[src/rtl/dct_pkg.sv]
package dct_pkg;
  // control register field positions
  localparam int CTRL_W      = 26;
  localparam int B_RUN       = 0;
  localparam int B_FRESH     = 1;
  localparam int B_MATCH_IE  = 2;
  localparam int B_RELOAD    = 3;
  localparam int B_DIV_LO    = 4;
  localparam int DIV_W       = 12;
  localparam int B_SOFTRST   = 16;
  localparam int B_LDFORCE   = 17;
  localparam int B_HALT_DBG  = 18;
  localparam int B_HALT_WAIT = 19;
  localparam int B_HALT_DOZE = 20;
  localparam int B_HALT_STOP = 21;
  localparam int B_SRC_LO    = 24;
  localparam int SRC_W       = 2;

  // word offsets
  localparam int OFF_CTRL = 0;
  localparam int OFF_STAT = 1;
  localparam int OFF_LOAD = 2;
  localparam int OFF_CMP  = 3;
  localparam int OFF_CNT  = 4;

  // control bits that survive a soft reset
  localparam logic [CTRL_W-1:0] KEEP_MASK =
    (CTRL_W'(1) << B_RUN) | (CTRL_W'(1) << B_FRESH) |
    (CTRL_W'(1) << B_HALT_DBG) | (CTRL_W'(1) << B_HALT_WAIT) |
    (CTRL_W'(1) << B_HALT_DOZE) | (CTRL_W'(1) << B_HALT_STOP);
  localparam logic [CTRL_W-1:0] SOFTRST_MASK = CTRL_W'(1) << B_SOFTRST;
endpackage

[src/rtl/dct_tick_gen.sv]
module dct_tick_gen #(
  parameter int PRE_W = 12,
  parameter int NSRC  = 3
) (
  input  logic             clk,
  input  logic             rst,
  input  logic [1:0]       src_sel_i,
  input  logic [NSRC-1:0]  ticks_i,
  input  logic             run_i,
  input  logic             restart_i,
  input  logic [PRE_W-1:0] div_i,
  output logic             tick_o
);
  localparam int NSLOT = NSRC + 1;

  logic [NSLOT-1:0] slot_tick;
  logic             sel_tick;
  logic [PRE_W-1:0] pre_q;

  // slot 0 is the "no source" choice
  assign slot_tick[0] = 1'b0;
  for (genvar g = 0; g < NSRC; g++) begin : g_slot
    assign slot_tick[g+1] = ticks_i[g];
  end
  assign sel_tick = slot_tick[src_sel_i];

  always_ff @(posedge clk) begin
    if (rst || !run_i || restart_i) begin
      pre_q <= '0;
    end else if (sel_tick) begin
      pre_q <= (pre_q == div_i) ? '0 : pre_q + PRE_W'(1);
    end
  end

  assign tick_o = run_i && !restart_i && sel_tick && (pre_q == div_i);

  a_r3_no_source_frozen: assert property (@(posedge clk) disable iff (rst)
    (src_sel_i == 2'b00) |-> !tick_o);

  a_r4_divided_spacing: assert property (@(posedge clk) disable iff (rst)
    (tick_o && div_i != '0) |=> (!tick_o || div_i == '0));
endmodule

[src/rtl/dct_counter.sv]
module dct_counter #(
  parameter int W = 32
) (
  input  logic         clk,
  input  logic         rst,
  input  logic         step_i,
  input  logic         reload_sel_i,
  input  logic [W-1:0] load_val_i,
  input  logic         force_i,
  input  logic [W-1:0] force_val_i,
  input  logic [W-1:0] cmp_val_i,
  output logic [W-1:0] cnt_o,
  output logic         hit_o
);
  localparam logic [W-1:0] TOP = '1;
  localparam logic [W-1:0] ONE = {{(W-1){1'b0}}, 1'b1};

  logic [W-1:0] cnt_q;
  logic [W-1:0] wrap_val;
  logic [W-1:0] step_val;

  assign wrap_val = reload_sel_i ? load_val_i : TOP;
  assign step_val = (cnt_q == '0) ? wrap_val : cnt_q - ONE;

  always_ff @(posedge clk) begin
    if (rst)          cnt_q <= '0;
    else if (force_i) cnt_q <= force_val_i;
    else if (step_i)  cnt_q <= step_val;
  end

  assign cnt_o = cnt_q;
  assign hit_o = step_i && !force_i && (step_val == cmp_val_i);

  a_r7_step_down: assert property (@(posedge clk) disable iff (rst)
    (step_i && !force_i && cnt_q != '0) |=> (cnt_q == $past(cnt_q) - ONE));

  a_r8_past_zero: assert property (@(posedge clk) disable iff (rst)
    (step_i && !force_i && cnt_q == '0) |=>
      (cnt_q == $past(reload_sel_i ? load_val_i : TOP)));
endmodule

[src/rtl/dct_flag.sv]
module dct_flag (
  input  logic clk,
  input  logic rst,
  input  logic set_i,
  input  logic clr_i,
  input  logic wipe_i,
  input  logic gate_i,
  output logic flag_o,
  output logic irq_o
);
  logic flag_q;
  logic irq_q;

  always_ff @(posedge clk) begin
    if (rst || wipe_i) flag_q <= 1'b0;
    else if (set_i)    flag_q <= 1'b1;
    else if (clr_i)    flag_q <= 1'b0;
  end

  always_ff @(posedge clk) begin
    if (rst) irq_q <= 1'b0;
    else     irq_q <= flag_q && gate_i;
  end

  assign flag_o = flag_q;
  assign irq_o  = irq_q;

  a_r5_irq_raise: assert property (@(posedge clk) disable iff (rst)
    (flag_q && gate_i) |=> irq_o);

  a_r5_irq_drop: assert property (@(posedge clk) disable iff (rst)
    !(flag_q && gate_i) |=> !irq_o);

  a_r6_clear_works: assert property (@(posedge clk) disable iff (rst)
    (clr_i && !set_i) |=> !flag_q);

  a_r11_sticky: assert property (@(posedge clk) disable iff (rst)
    (flag_q && !clr_i && !wipe_i) |=> flag_q);

  a_r11_set: assert property (@(posedge clk) disable iff (rst)
    (set_i && !wipe_i) |=> flag_q);
endmodule

[src/rtl/dc_cmp_timer.sv]
module dc_cmp_timer
  import dct_pkg::*;
#(
  parameter int DATA_W = 32,
  parameter int ADDR_W = 3
) (
  input  logic              clk,
  input  logic              rst,
  input  logic              bus_we,
  input  logic [ADDR_W-1:0] bus_addr,
  input  logic [DATA_W-1:0] bus_wdata,
  output logic [DATA_W-1:0] bus_rdata,
  input  logic              tick_main,
  input  logic              tick_fast,
  input  logic              tick_slow,
  output logic              irq
);
  localparam logic [DATA_W-1:0] ALL_ONES = '1;

  logic [CTRL_W-1:0] ctrl_q;
  logic [DATA_W-1:0] load_q;
  logic [DATA_W-1:0] cmp_q;
  logic [DATA_W-1:0] cnt_w;
  logic [DATA_W-1:0] rdata_q;
  logic              flag_w;
  logic              step_w;
  logic              hit_w;

  logic wr_ctrl, wr_stat, wr_load, wr_cmp, wr_cnt;
  logic softrst_wr, run_rise;
  logic cnt_force;
  logic [DATA_W-1:0] cnt_force_val;

  assign wr_ctrl = bus_we && (bus_addr == ADDR_W'(OFF_CTRL));
  assign wr_stat = bus_we && (bus_addr == ADDR_W'(OFF_STAT));
  assign wr_load = bus_we && (bus_addr == ADDR_W'(OFF_LOAD));
  assign wr_cmp  = bus_we && (bus_addr == ADDR_W'(OFF_CMP));
  assign wr_cnt  = bus_we && (bus_addr == ADDR_W'(OFF_CNT));

  assign softrst_wr = wr_ctrl && bus_wdata[B_SOFTRST];
  assign run_rise   = wr_ctrl && !bus_wdata[B_SOFTRST] &&
                      bus_wdata[B_RUN] && !ctrl_q[B_RUN];

  // control register
  always_ff @(posedge clk) begin
    if (rst) begin
      ctrl_q <= '0;
    end else if (wr_ctrl) begin
      if (bus_wdata[B_SOFTRST]) ctrl_q <= bus_wdata[CTRL_W-1:0] & KEEP_MASK;
      else                      ctrl_q <= bus_wdata[CTRL_W-1:0] & ~SOFTRST_MASK;
    end
  end

  // period and compare registers
  always_ff @(posedge clk) begin
    if (rst || softrst_wr) begin
      load_q <= ALL_ONES;
      cmp_q  <= '0;
    end else begin
      if (wr_load) load_q <= bus_wdata;
      if (wr_cmp)  cmp_q  <= bus_wdata;
    end
  end

  // direct counter loads: soft reset, fresh start, forced period write
  always_comb begin
    cnt_force     = 1'b0;
    cnt_force_val = bus_wdata;
    if (softrst_wr) begin
      cnt_force     = 1'b1;
      cnt_force_val = '0;
    end else if (run_rise && bus_wdata[B_FRESH]) begin
      cnt_force     = 1'b1;
      cnt_force_val = bus_wdata[B_RELOAD] ? load_q : ALL_ONES;
    end else if (wr_load && ctrl_q[B_LDFORCE]) begin
      cnt_force     = 1'b1;
      cnt_force_val = bus_wdata;
    end
  end

  dct_tick_gen #(.PRE_W(DIV_W), .NSRC(3)) u_tick (
    .clk       (clk),
    .rst       (rst),
    .src_sel_i (ctrl_q[B_SRC_LO +: SRC_W]),
    .ticks_i   ({tick_slow, tick_fast, tick_main}),
    .run_i     (ctrl_q[B_RUN]),
    .restart_i (softrst_wr || run_rise),
    .div_i     (ctrl_q[B_DIV_LO +: DIV_W]),
    .tick_o    (step_w)
  );

  dct_counter #(.W(DATA_W)) u_cnt (
    .clk          (clk),
    .rst          (rst),
    .step_i       (step_w),
    .reload_sel_i (ctrl_q[B_RELOAD]),
    .load_val_i   (load_q),
    .force_i      (cnt_force),
    .force_val_i  (cnt_force_val),
    .cmp_val_i    (cmp_q),
    .cnt_o        (cnt_w),
    .hit_o        (hit_w)
  );

  dct_flag u_flag (
    .clk    (clk),
    .rst    (rst),
    .set_i  (hit_w && ctrl_q[B_MATCH_IE]),
    .clr_i  (wr_stat && bus_wdata[0]),
    .wipe_i (softrst_wr),
    .gate_i (ctrl_q[B_MATCH_IE] && ctrl_q[B_RUN]),
    .flag_o (flag_w),
    .irq_o  (irq)
  );

  // registered read port
  always_ff @(posedge clk) begin
    if (rst) begin
      rdata_q <= '0;
    end else begin
      rdata_q <= '0;
      if (bus_addr == ADDR_W'(OFF_CTRL)) rdata_q <= DATA_W'(ctrl_q);
      if (bus_addr == ADDR_W'(OFF_STAT)) rdata_q <= DATA_W'(flag_w);
      if (bus_addr == ADDR_W'(OFF_LOAD)) rdata_q <= load_q;
      if (bus_addr == ADDR_W'(OFF_CMP))  rdata_q <= cmp_q;
      if (bus_addr == ADDR_W'(OFF_CNT))  rdata_q <= cnt_w;
    end
  end
  assign bus_rdata = rdata_q;

  a_r12_soft_reset: assert property (@(posedge clk) disable iff (rst)
    softrst_wr |=> (load_q == ALL_ONES && cmp_q == '0 && cnt_w == '0 && !flag_w));

  a_r1_count_read_only: assert property (@(posedge clk) disable iff (rst)
    (wr_cnt && !step_w) |=> $stable(cnt_w));

  a_r9_fresh_full: assert property (@(posedge clk) disable iff (rst)
    (run_rise && bus_wdata[B_FRESH] && !bus_wdata[B_RELOAD]) |=> (cnt_w == ALL_ONES));

  a_r10_forced_load: assert property (@(posedge clk) disable iff (rst)
    (wr_load && ctrl_q[B_LDFORCE]) |=> (cnt_w == $past(bus_wdata)));
endmodule

[config.mk]
export PLATFORM = sky130hd
export DESIGN_NAME = dc_cmp_timer
export DESIGN_NICKNAME = d
export VERILOG_FILES = /design/src/rtl/dct_pkg.sv /design/src/rtl/dct_tick_gen.sv /design/src/rtl/dct_counter.sv /design/src/rtl/dct_flag.sv /design/src/rtl/dc_cmp_timer.sv
export SDC_FILE = /design/constraint.sdc
export NUM_CORES = 1
export LEC_CHECK = 0
export BUFFER_PORTS_ARGS = -buffer_cell sky130_fd_sc_hd__buf_2
export CAP_MARGIN = 0
export CORE_ASPECT_RATIO = 1.5
export CORE_MARGIN = 5
export CORE_UTILIZATION = 43
export DETAILED_ROUTE_END_ITERATION = 10
export GPL_ROUTABILITY_DRIVEN = 0
export GPL_TIMING_DRIVEN = 0
export PLACE_DENSITY = 0.67
export SYNTH_ARGS = -nofsm -noshare
export SYNTH_HDL_FRONTEND = slang
export SYNTH_SLANG_ARGS = --single-unit
[constraint.sdc]
create_clock -name clk -period 4.05 [get_ports clk]
set_input_delay 0.6075 -clock clk [delete_from_list [all_inputs] [get_ports clk]]
set_output_delay 0.6075 -clock clk [all_outputs]
set_load 0.02 [all_outputs]
==> summary.md <==
| Metric | Value |
|---|---|
| Outcome | `complete, no violations` |
| I/O pin total | `74` |
| Fin. Hold Viols | `0` |
| Main synth FF type | `dfxtp_1` |
| Final net count | `1,273` |
| Setup Crit Path Kind | `flip-flop to flip-flop` |
| CP max FO | `10` |
| YS warnings | `0` |
| CTS tree | `built` |
| Total Routed Length | `36,200 µm` |
| Origin of the critical flop-to-flop path | `u_cnt.cnt_o[0]$_SDFFE_PP0P_` |
| Post-Synth Simple-Gate Area | `0.2516` |
| Setup Skew | `0.01421 ns` |
| Most common cell after layout, fill and taps aside | `nand2_1` |
| Synth async-reset ratio | `0` |
| Startpoint class of the critical path | `flip-flop` |
| Synthesized area | `9066 µm²` |
| Post-DP HPWL | `26,670 µm` |
| Clk sinks | `167` |
| Mapped Cells | `1,139` |
| Worst-Skew Late Latency | `0.45 ns` |
| Synth Net Count | `1,183` |
| NetSw | `1079 µW` |
| CP Capture Type | `flip-flop` |
| Sequential area share after synthesis | `0.3688` |
| Initial Utilization | `0.4338` |
| Die width | `128.6 µm` |
| Number of global-route vias before repair | `9,159` |
| First-pass GRT wire length | `53,960 µm` |
| Reg2reg end | `u_flag.flag_o$_SDFFE_PP0P_` |
| Antenna violations before repair | `0` |
| FP Rows | `65` |
| #FFs+latches synth | `167` |
| Gr ovfl total | `0` |
| Die H | `187.8 µm` |
| Seq pwr share | `0.431` |
| Final critical-path share of the clock period | `0.9872` |
| DIE AREA | `24,150 µm²` |
| DRT antenna net count | `0` |
| Drt first pass iters | `6` |
| Synth cell types | `70` |
| Arrival @ worst endpoint | `4.36 ns` |
| Tmin final | `3.998 ns` |
| Postcts setup bufs | `0` |
| Rel. slew slack | `0.2532` |
| Worst vdd ir | `0.0002702 V` |
| Most frequent cells in the layout | `nand2_1 (218), dfxtp_1 (167), a21oi_1 (105)` |
| Pwr dens | `381.6 nW/µm²` |
| Max-slew violations | `0` |
| Main combinational cell family by area after synthesis | `simple AND/OR/NAND/NOR gates` |
| Core area | `20,900 µm²` |
| Setup violators final | `0` |
| Multiplexer area fraction after synthesis | `0.07342` |
| Power Total | `3972 µW` |
| Num CTS Buffers | `17` |
| Via-to-Cell Ratio | `6.286` |
| Maxcap violations | `0` |
| Setup TNS | `0 ns` |
| Ant. Diodes | `0` |
| # port buffers | `71` |
| Post-Syn Area per Cell | `7.960 µm²` |
| Hold buffer count at cts | `0` |
| Fill cell count | `2,024` |
| Worst-margin pin slew | `1.120 ns` |
| Clock slew at reported path FFs | `0.07 ns` |
| Max clock buf depth | `2` |
| Crit path capture | `u_flag.flag_o$_SDFFE_PP0P_` |
| Peak Freq | `250.1 MHz` |
| Clock Power Share | `0.448` |
| Adder-Cell Fraction of Synth Area | `0.004140` |
| Worst Reg-to-Reg Cells | `13` |
| DR WL/cell | `23.99 µm` |
| Combinational share of power | `0.121` |
| Pint | `2893 µW` |
| Post-Synth XOR/XNOR Area | `0.06086` |
| Clock Tree Root | `clkbuf_16` |
| DRC Markers | `0` |
| Hold Crit Class | `input port to flip-flop` |
| EDFF count, synth | `0` |
| Area grow syn2layout | `14.81%` |
| Largest net degree at the start of global routing | `17` |
| Leakage power | `0.003916 µW` |
| Flop2flop setup slack | `0.05 ns` |
| Critical path origin | `u_cnt.cnt_o[0]$_SDFFE_PP0P_` |
| All-Layer GR Usage | `0.2961` |
| Critical Path RT | `4.41 ns` |
| Switching share of power | `0.2717` |
| Share of layout cells above drive strength 1 | `0.1136` |
| DR iter-0 viols | `1,173` |
| Max H-tree Level | `4` |
| Vias | `9,485` |
| Compound-Gate Fraction of Synth Area | `0.1887` |
==> worst min-delay path by stage <==
stage / cells past startpoint / start / end / slack (ns)
5_1_grt: 3 / bus_wdata[27] / load_q[27]$_SDFFE_PP1P_ / 0.42
4_1_cts: 3 / bus_wdata[30] / load_q[30]$_SDFFE_PP1P_ / 0.40
3_3_place_gp: 2 / ctrl_q[18]$_SDFFE_PP0P_ / ctrl_q[18]$_SDFFE_PP0P_ / 0.44
3_5_place_dp: 2 / ctrl_q[18]$_SDFFE_PP0P_ / ctrl_q[18]$_SDFFE_PP0P_ / 0.45
6_report: 3 / bus_wdata[30] / load_q[30]$_SDFFE_PP1P_ / 0.41
2_1_floorplan: 2 / ctrl_q[18]$_SDFFE_PP0P_ / ctrl_q[18]$_SDFFE_PP0P_ / 0.44
==> per-stage QoR <==
stage | hold WS, ns | utilization | cell area (µm²) | std cells | setup WS, ns
CTS | 0.4035 | 0.4972 | 10390 | 1509 | 0.1313
global route | 0.4231 | 0.4980 | 10410 | 1509 | -0.01372
global placement | 0.4424 | 0.4668 | 9757 | 1478 | -0.03241
detailed placement | 0.4461 | 0.4668 | 9757 | 1478 | -0.02160
finish | 0.4062 | 0.4980 | 10410 | 1509 | 0.05190
floorplan | 0.4357 | - | 9066 | 1139 | 1.141
==> registers in the layout, indices dropped and copies added, names as in the netlist <==
register and cells:
u_tick.pre_q 12, u_cnt.cnt_o 32, u_flag.flag_o 1, ctrl_q 25, load_q 32, u_flag.irq_o 1, cmp_q 32, bus_rdata 32
==> per-layer routing <==
| layer | routed length (µm) | part of all wire | GRT usage |
|---|---|---|---|
| met1 | 12630 | 0.35 | 0.3248 |
| met2 | 17020 | 0.47 | 0.4874 |
| met4 | 3644 | 0.10 | 0.2385 |
| met3 | 2895 | 0.080 | 0.05928 |
| met5 | 0 | 0 | 0 |
==> area by class of cell <==
type / count / area (µm²) / share of cell area
Multi-Input combinational cell: 864 / 5268 / 0.5061
Sequential cell: 167 / 3343 / 0.3212
Clock buffer: 20 / 456.7 / 0.04388
Buffer: 89 / 406.6 / 0.03907
Timing Repair Buffer: 71 / 355.3 / 0.03414
Tap cell: 268 / 335.3 / 0.03222
Clock inverter: 11 / 172.7 / 0.01659
Inverter: 19 / 71.32 / 0.006852
==> critical path, cell delays in order, from the launching register on <==
cell and delay (ns):
dfxtp_1 0.39, inv_1 0.18, ha_1 0.17, nor4b_2 0.40
nand4_2 0.28, or3_1 0.40, clkbuf_8 0.17, clkbuf_1 0.36
nor3_1 0.28, a21oi_1 0.10, xor2_1 0.22, nor4_4 0.33
nand4_1 0.39, o21ai_1 0.23
==> power groups by stage <==
stage	sequential, µW	clock [µW]	combinational (µW)
2_1_floorplan	1750	0	277
3_3_place_gp	1750	0	459
3_5_place_dp	1750	0	462
4_1_cts	1710	1780	465
5_1_grt	1710	1860	502
6_report	1710	1780	480
==> kinds of logic after synthesis <==
logic type      count (synthesis)
simple gates                  475
compound gates                258
flops                         167
buf+inv                       108
mux                            65
xor+xnor                       63
fa+ha+maj                       3
==> Yosys cell counts (13+ instances only) <==
cell type | n | area share
xor2_1 | 31 | 0.030
or3_1 | 13 | 0.0090
a22oi_1 | 16 | 0.013
nor3_1 | 26 | 0.014
a21oi_1 | 105 | 0.058
nand2_1 | 218 | 0.090
o21ai_0 | 15 | 0.0083
clkbuf_1 | 71 | 0.029
xnor2_1 | 32 | 0.031
a31oi_1 | 17 | 0.012
inv_1 | 19 | 0.0079
o211ai_1 | 37 | 0.031
mux2i_1 | 62 | 0.068
nand3_1 | 41 | 0.023
o22a_1 | 24 | 0.023
nor4_1 | 16 | 0.011
nand3b_1 | 28 | 0.023
dfxtp_1 | 167 | 0.37
nor2_1 | 86 | 0.036
==> timing repair <==
item	4_1_cts	5_1_grt
pin swaps	0	1
resized for setup	1	4
cloned	0	0
setup endpoints to repair	1	1
Note: power is estimated with default switching activity, not from simulation.
